### src/rtl/uop_emit_pkg.sv
package uop_emit_pkg;

  localparam int WORD_BITS  = 512;
  localparam int UOP_PW     = 104;
  localparam int SRC_BASE   = 16;
  localparam int DST_BASE   = 40;
  localparam int SHAPE_BIT  = 62;   // bit 6 of the address high byte
  localparam int PRIO_MAX   = 4;
  localparam logic [7:0] OPC_COPY2D = 8'hB8;
  localparam logic [7:0] LEN_WORDS  = 8'h10;

  typedef enum logic [1:0] {
    UK_REGWR = 2'd0,
    UK_GEN   = 2'd1,
    UK_DIM   = 2'd2,
    UK_BELL  = 2'd3
  } uop_kind_t;

  typedef struct packed {
    logic [63:0] addr;
    logic [31:0] step0;
    logic [31:0] step1;
    logic [15:0] num0;
    logic [15:0] num1;
    logic [15:0] esize;
  } leg_t;

  typedef struct packed {
    logic [2:0] prio;
    logic [7:0] sem;
    logic [7:0] sem_inc;
    leg_t       src;
    leg_t       dst;
  } instr_t;

endpackage

### src/rtl/uop_beat_collect.sv
module uop_beat_collect
  import uop_emit_pkg::*;
#(
  parameter int BEAT_W = 32
) (
  input  logic                 clk,
  input  logic                 rst_n,
  input  logic                 in_valid,
  input  logic [BEAT_W-1:0]    in_data,
  output logic                 in_ready,
  input  logic                 busy_i,
  output logic [WORD_BITS-1:0] word_o,
  output logic                 word_vld_o
);

  localparam int N_BEATS = WORD_BITS / BEAT_W;
  localparam int CW      = $clog2(N_BEATS);

  logic [CW-1:0]        cnt_q, cnt_d;
  logic                 full_q, full_d;
  logic [WORD_BITS-1:0] word_q, word_d;
  logic                 accept;
  logic                 last_beat;

  assign in_ready  = !full_q && !busy_i;
  assign accept    = in_valid && in_ready;
  assign last_beat = (cnt_q == CW'(N_BEATS - 1));

  always_comb begin
    word_d = word_q;
    for (int b = 0; b < N_BEATS; b++) begin
      if (accept && (cnt_q == CW'(b))) begin
        word_d[b*BEAT_W +: BEAT_W] = in_data;
      end
    end
  end

  always_comb begin
    cnt_d  = cnt_q;
    full_d = 1'b0;
    if (accept) begin
      if (last_beat) begin
        cnt_d  = '0;
        full_d = 1'b1;
      end else begin
        cnt_d = cnt_q + 1'b1;
      end
    end
  end

  always_ff @(posedge clk or negedge rst_n) begin
    if (!rst_n) begin
      cnt_q  <= '0;
      full_q <= 1'b0;
    end else begin
      cnt_q  <= cnt_d;
      full_q <= full_d;
    end
  end

  always_ff @(posedge clk) begin
    if (accept) begin
      word_q <= word_d;
    end
  end

  assign word_o     = word_q;
  assign word_vld_o = full_q;

endmodule

### src/rtl/uop_word_check.sv
module uop_word_check
  import uop_emit_pkg::*;
(
  input  logic [WORD_BITS-1:0] word_i,
  output instr_t               instr_o,
  output logic                 ok_o
);

  function automatic leg_t pick_leg(input logic [WORD_BITS-1:0] w, input int base);
    leg_t l;
    l.addr  = w[8*base        +: 64];
    l.step0 = w[8*(base + 8)  +: 32];
    l.step1 = w[8*(base + 12) +: 32];
    l.num0  = w[8*(base + 16) +: 16];
    l.num1  = w[8*(base + 18) +: 16];
    l.esize = w[8*(base + 20) +: 16];
    return l;
  endfunction

  function automatic logic shape_bad(input leg_t l);
    return l.addr[SHAPE_BIT] && ((l.num0 != 16'd0) || (l.num1 != 16'd0) || (l.step1 != 32'd0));
  endfunction

  function automatic logic [48:0] leg_bytes(input leg_t l);
    logic [31:0] cnt;
    logic [16:0] eff;
    cnt = 32'(l.num0) * 32'(l.num1);
    eff = (l.esize == 16'd0) ? 17'h10000 : {1'b0, l.esize};
    return 49'(cnt) * 49'(eff);
  endfunction

  leg_t src, dst;
  logic hdr_ok, prio_ok, shape_ok, bytes_ok;
  logic unused_bits;

  assign src = pick_leg(word_i, SRC_BASE);
  assign dst = pick_leg(word_i, DST_BASE);

  assign hdr_ok   = (word_i[7:0] == OPC_COPY2D) && (word_i[15:8] == LEN_WORDS);
  assign prio_ok  = (word_i[98:96] <= 3'(PRIO_MAX));
  assign shape_ok = !shape_bad(src) && !shape_bad(dst);
  assign bytes_ok = (leg_bytes(src) == leg_bytes(dst));
  assign ok_o     = hdr_ok && prio_ok && shape_ok && bytes_ok;

  assign instr_o.prio    = word_i[98:96];
  assign instr_o.sem     = word_i[111:104];
  assign instr_o.sem_inc = word_i[119:112];
  assign instr_o.src     = src;
  assign instr_o.dst     = dst;

  assign unused_bits = ^{word_i[95:16], word_i[103:99], word_i[127:120]};

endmodule

### src/rtl/uop_sequencer.sv
module uop_sequencer
  import uop_emit_pkg::*;
#(
  parameter int NUM_CTRL_WR = 1,
  parameter bit GEN_DIR     = 1'b0
) (
  input  logic              clk,
  input  logic              rst_n,
  input  logic              start_i,
  input  instr_t            instr_i,
  output logic              busy_o,
  output logic              uop_valid,
  input  logic              uop_ready,
  output uop_kind_t         kind_o,
  output logic [UOP_PW-1:0] payload_o
);

  localparam int NUM_DIMS = 2;
  localparam int TOTAL    = NUM_CTRL_WR + 1 + NUM_DIMS + 1;
  localparam int SW       = $clog2(TOTAL + 1);
  localparam int S_GEN    = NUM_CTRL_WR;
  localparam int S_DIM0   = NUM_CTRL_WR + 1;
  localparam int S_BELL   = TOTAL - 1;

  logic          active_q, active_d;
  logic [SW-1:0] step_q, step_d;
  instr_t        instr_q;
  logic          fire;
  logic          load;
  logic [63:0]   gen_addr;
  logic [15:0]   gen_es;
  logic          unused_fields;

  generate
    if (GEN_DIR == 1'b0) begin : g_rd
      assign gen_addr = instr_q.src.addr;
      assign gen_es   = instr_q.src.esize;
    end else begin : g_wr
      assign gen_addr = instr_q.dst.addr;
      assign gen_es   = instr_q.dst.esize;
    end
  endgenerate

  assign fire = uop_valid && uop_ready;
  assign load = start_i && !active_q;

  always_comb begin
    active_d = active_q;
    step_d   = step_q;
    if (!active_q) begin
      if (start_i) begin
        active_d = 1'b1;
        step_d   = '0;
      end
    end else if (fire) begin
      if (step_q == SW'(S_BELL)) begin
        active_d = 1'b0;
        step_d   = '0;
      end else begin
        step_d = step_q + 1'b1;
      end
    end
  end

  always_ff @(posedge clk or negedge rst_n) begin
    if (!rst_n) begin
      active_q <= 1'b0;
      step_q   <= '0;
    end else begin
      active_q <= active_d;
      step_q   <= step_d;
    end
  end

  always_ff @(posedge clk) begin
    if (load) begin
      instr_q <= instr_i;
    end
  end

  always_comb begin
    kind_o    = UK_BELL;
    payload_o = '0;
    if (step_q < SW'(S_GEN)) begin
      kind_o          = UK_REGWR;
      payload_o[7:0]  = 8'(step_q);
      payload_o[10:8] = instr_q.prio;
    end else if (step_q == SW'(S_GEN)) begin
      kind_o            = UK_GEN;
      payload_o[63:0]   = gen_addr;
      payload_o[79:64]  = gen_es;
      payload_o[87:80]  = instr_q.sem;
      payload_o[95:88]  = instr_q.sem_inc;
      payload_o[96]     = GEN_DIR;
    end else if (step_q == SW'(S_DIM0)) begin
      kind_o           = UK_DIM;
      payload_o[15:0]  = instr_q.src.num0;
      payload_o[31:16] = instr_q.dst.num0;
      payload_o[63:32] = instr_q.src.step0;
      payload_o[95:64] = instr_q.dst.step0;
      payload_o[96]    = 1'b0;
    end else if (step_q == SW'(S_DIM0 + 1)) begin
      kind_o           = UK_DIM;
      payload_o[15:0]  = instr_q.src.num1;
      payload_o[31:16] = instr_q.dst.num1;
      payload_o[63:32] = instr_q.src.step1;
      payload_o[95:64] = instr_q.dst.step1;
      payload_o[96]    = 1'b1;
    end else begin
      kind_o          = UK_BELL;
      payload_o[31:0] = 32'(instr_q.src.num0) * 32'(instr_q.src.num1);
      payload_o[32]   = GEN_DIR;
    end
  end

  assign uop_valid     = active_q;
  assign busy_o        = active_q;
  assign unused_fields = ^{instr_q.src.addr, instr_q.dst.addr, instr_q.src.esize, instr_q.dst.esize};

endmodule

### src/rtl/uop_emitter.sv
module uop_emitter
  import uop_emit_pkg::*;
#(
  parameter int BEAT_W      = 32,
  parameter int NUM_CTRL_WR = 1,
  parameter bit GEN_DIR     = 1'b0
) (
  input  logic              clk,
  input  logic              rst_n,
  input  logic              in_valid,
  output logic              in_ready,
  input  logic [BEAT_W-1:0] in_data,
  output logic              uop_valid,
  input  logic              uop_ready,
  output logic [1:0]        uop_kind,
  output logic [UOP_PW-1:0] uop_payload,
  output logic              err_o
);

  logic [WORD_BITS-1:0] word;
  logic                 word_vld;
  logic                 busy;
  logic                 word_ok;
  instr_t               instr;
  uop_kind_t            kind;

  uop_beat_collect #(.BEAT_W(BEAT_W)) u_collect (
    .clk        (clk),
    .rst_n      (rst_n),
    .in_valid   (in_valid),
    .in_data    (in_data),
    .in_ready   (in_ready),
    .busy_i     (busy),
    .word_o     (word),
    .word_vld_o (word_vld)
  );

  uop_word_check u_check (
    .word_i  (word),
    .instr_o (instr),
    .ok_o    (word_ok)
  );

  uop_sequencer #(.NUM_CTRL_WR(NUM_CTRL_WR), .GEN_DIR(GEN_DIR)) u_seq (
    .clk       (clk),
    .rst_n     (rst_n),
    .start_i   (word_vld && word_ok),
    .instr_i   (instr),
    .busy_o    (busy),
    .uop_valid (uop_valid),
    .uop_ready (uop_ready),
    .kind_o    (kind),
    .payload_o (uop_payload)
  );

  assign uop_kind = kind;
  assign err_o    = word_vld && !word_ok;

endmodule

### config.mk
export PLATFORM = sky130hd
export DESIGN_NAME = uop_emitter
export DESIGN_NICKNAME = d
export VERILOG_FILES = /design/src/rtl/uop_emit_pkg.sv /design/src/rtl/uop_beat_collect.sv /design/src/rtl/uop_word_check.sv /design/src/rtl/uop_sequencer.sv /design/src/rtl/uop_emitter.sv
export SDC_FILE = /design/constraint.sdc
export NUM_CORES = 2
export LEC_CHECK = 0
export ABC_AREA = 1
export BUFFER_PORTS_ARGS = -buffer_cell sky130_fd_sc_hd__buf_2
export CORE_MARGIN = 5
export CORE_UTILIZATION = 65
export DETAILED_ROUTE_END_ITERATION = 6
export GPL_TIMING_DRIVEN = 0
export HOLD_SLACK_MARGIN = 0.15
export PLACE_DENSITY = 0.82
export SLEW_MARGIN = 5
export SYNTH_ARGS = -nofsm -noshare
export SYNTH_HDL_FRONTEND = slang
export SYNTH_SLANG_ARGS = --single-unit
### constraint.sdc
create_clock -name clk -period 39.8 [get_ports clk]
set_input_delay 1.99 -clock clk [delete_from_list [all_inputs] [get_ports clk]]
set_output_delay 1.99 -clock clk [all_outputs]
set_load 0.02 [all_outputs]
==> flow_summary.json <==
{
  "gp_congestion": 1.01,
  "synthSimpleGateAreaFrac_pct": 18.2,
  "synth_top_family_by_area": "adder cells",
  "dp_hpwl_um": 225000,
  "core.rowCount": 133,
  "yosysSeqAreaShare_pct": 21.8,
  "io_buffers": 137,
  "cts_tree": "yes",
  "cts_hold_buffers": 0,
  "synthMuxAreaShare_pct": 0,
  "tns_ns": 0,
  "syn_avg_cell_area_um2": 8.57,
  "cp.arrival_ns": 14.84,
  "dpl_cell_area_um2": 89000,
  "layout_common_cells": "2467 x nand2_1, 2341 x inv_1, 1480 x fa_1, 972 x nor2_1, 615 x edfxtp_1",
  "drv_cap": 0,
  "hold_viol_final": 0,
  "synth-compound-area-share_pct": 3.72,
  "grtUsageTotal_pct": 39.9,
  "cpPeakStageDelay_ns": 0.90,
  "r2r_slack_ns": 24.09,
  "status": "finished, violations left",
  "vias_per_cell": 5.80,
  "slew_headroom_pct": 9.76,
  "final_cell_area_um2": 90800,
  "grt_antenna_before_repair": 10,
  "synthXorXnorAreaFrac_pct": 1.06,
  "cp_max_fo": 10,
  "clk_pin_slew_ns": 0.06,
  "ys_seq_elements": 624,
  "grt_pass1_wl_um": 422000,
  "fin_crit_ns": 16.83,
  "synthToLayoutAreaGrowth_pct": 6.11,
  "grt_max_degree": 37,
  "num_io_pins": 145,
  "drtPass1Iterations": 7,
  "whs_ns": 0.408,
  "worstMarginPinSlew_ns": 1.34,
  "setup_violations": 0,
  "whs_path_depth": 0,
  "clockBufferDepth": 3,
  "crit_top_cell": "fa_1",
  "worstPathRequired_ns": 37.81,
  "drt_iter0_markers": 7781,
  "wl_per_cell_um": 22.8,
  "die_area_um2": 139000,
  "fp.dieH_um": 373,
  "syn-cell-area_um2": 85600,
  "period_share_pct": 42.3,
  "htreeDepth": 2,
  "numCtsBuffers": 55,
  "path_class": "register to output port",
  "reg2reg_from": "u_collect.word_o[458]$_DFFE_PP_",
  "clk_latency_ns": 0.62,
  "drc_errors": 1,
  "fin_worst_skew_ns": 0.0261,
  "cts_num_sinks": 624,
  "cts_setup_buffers": 0,
  "cp-start-kind": "register",
  "slowest_stage": "xor2_1",
  "r2r-end": "u_seq.instr_q[109]$_DFFE_PP_",
  "ys_warn_count": 0,
  "worst_r2r_path_depth": 49,
  "async_reset_ff_share_pct": 1.44,
  "fmax_ghz": 0.0594,
  "synth-adder-area-share_pct": 42.9,
  "post_cts_resized": 0,
  "num-nets-final": 12293,
  "end_kind": "output port",
  "netlist_instances": 9984,
  "start_util_pct": 65.3,
  "synth.distinct_cells": 61,
  "crit_path_end": "err_o",
  "rsz0062_at_grt": "false",
  "detail-route-antenna-nets": 0,
  "violations": "DRC",
  "synth_edf_count": 615,
  "core_area_um2": 131000,
  "grt_overflow_total": 0,
  "synth_flop_cell": "edfxtp_1",
  "fin_util_pct": 69.3,
  "die_width_um": 373,
  "hold_path_class": "register to register",
  "slew_viol_final": 0,
  "layout-drive-gt1-share_pct": 4.36,
  "root_buffer": "clkbuf_16",
  "wl_um": 275000,
  "vias": 69780,
  "final_common_cell": "nand2_1",
  "startpoint": "u_collect.word_o[458]$_DFFE_PP_",
  "grt_pass1_vias": 72651
}
-- registers in the layout (all words and copies together), names as in the netlist --
| register | count |
|---|---|
| u_seq.busy_o | 1 |
| u_collect.word_vld_o | 1 |
| u_seq.step_q | 3 |
| u_seq.gen_addr | 64 |
| u_seq.gen_es | 16 |
| u_collect.word_o | 324 |
| u_seq.instr_q | 211 |
| u_collect.cnt_q | 4 |
-- per-layer routing --
metal  share of wire, %  track usage (%)
met5              0.020                0
met4                6.8             21.7
met3                 13             9.89
met2                 45             62.7
met1                 35             51.4
-- how the worst min path moves through the flow --
stage	start	to	slack, ns
6_report	u_collect.word_o[217]$_DFFE_PP_	u_seq.instr_q[281]$_DFFE_PP_	0.41
5_1_grt	u_collect.word_o[217]$_DFFE_PP_	u_seq.instr_q[281]$_DFFE_PP_	0.41
4_1_cts	u_collect.word_o[217]$_DFFE_PP_	u_seq.instr_q[281]$_DFFE_PP_	0.41
3_5_place_dp	u_collect.word_o[140]$_DFFE_PP_	u_seq.gen_addr[12]$_DFFE_PP_	0.40
3_3_place_gp	u_collect.word_o[143]$_DFFE_PP_	u_seq.gen_addr[15]$_DFFE_PP_	0.40
2_1_floorplan	u_collect.word_o[128]$_DFFE_PP_	u_seq.gen_addr[0]$_DFFE_PP_	0.40
-- worst max-delay path: cells and delay by family, from the launching register on --
kind                       cells  cell delay, ns
xor gates and xnor gates       1            0.90
and+or+nand+nor               13            1.80
adders and majority gates     14            6.91
AOI/OAI and AO/OA              7            1.87
buffers and inverters         11            2.26
DFF                            1            0.46
-- through the flow --
step / setup slack, ns / cells
after global routing: 22.59 / 12014
final: 22.97 / 12023
after detailed placement: 23.91 / 11908
after CTS: 23.19 / 12012
after floorplan: 16.23 / 9990
after global placement: 8.96 / 11882
-- synthesized netlist by cell type, types with 51 or more instances --
cell type	count	share of area (%)
nand4_1	77	0.56
xor2_1	51	0.52
nand3_1	205	1.2
a31oi_1	72	0.53
o21ai_0	152	0.89
or2_2	73	0.53
ha_1	567	8.3
a21oi_1	181	1.1
fa_1	1480	35
nor2_1	980	4.3
inv_1	2341	10
clkbuf_1	383	1.7
nand2_1	2467	11
edfxtp_1	615	22
-- cells by family after synthesis --
logic type | count (synthesis)
buffers and inverters | 2780
and+or+nand+nor | 3904
xor gates and xnor gates | 98
adders and majority gates | 2047
DFF | 624
AOI/OAI and AO/OA | 530
other | 1
-- layout make-up --
| type | count | area [um^2] |
|---|---|---|
| clock inverters | 41 | 378 |
| multi-input cells | 6586 | 56500 |
| diodes | 11 | 27.5 |
| fillers | 10324 | 40300 |
| repair buffers | 163 | 1090 |
| inverters | 2358 | 8850 |
| plain buffers | 422 | 1670 |
| well taps | 1755 | 2200 |
| clock buffers | 63 | 1430 |
| flip-flops and latches | 624 | 18700 |
Power is not shown: default switching activity piles up to over one toggle a cycle in this logic, so the estimate is an artifact.
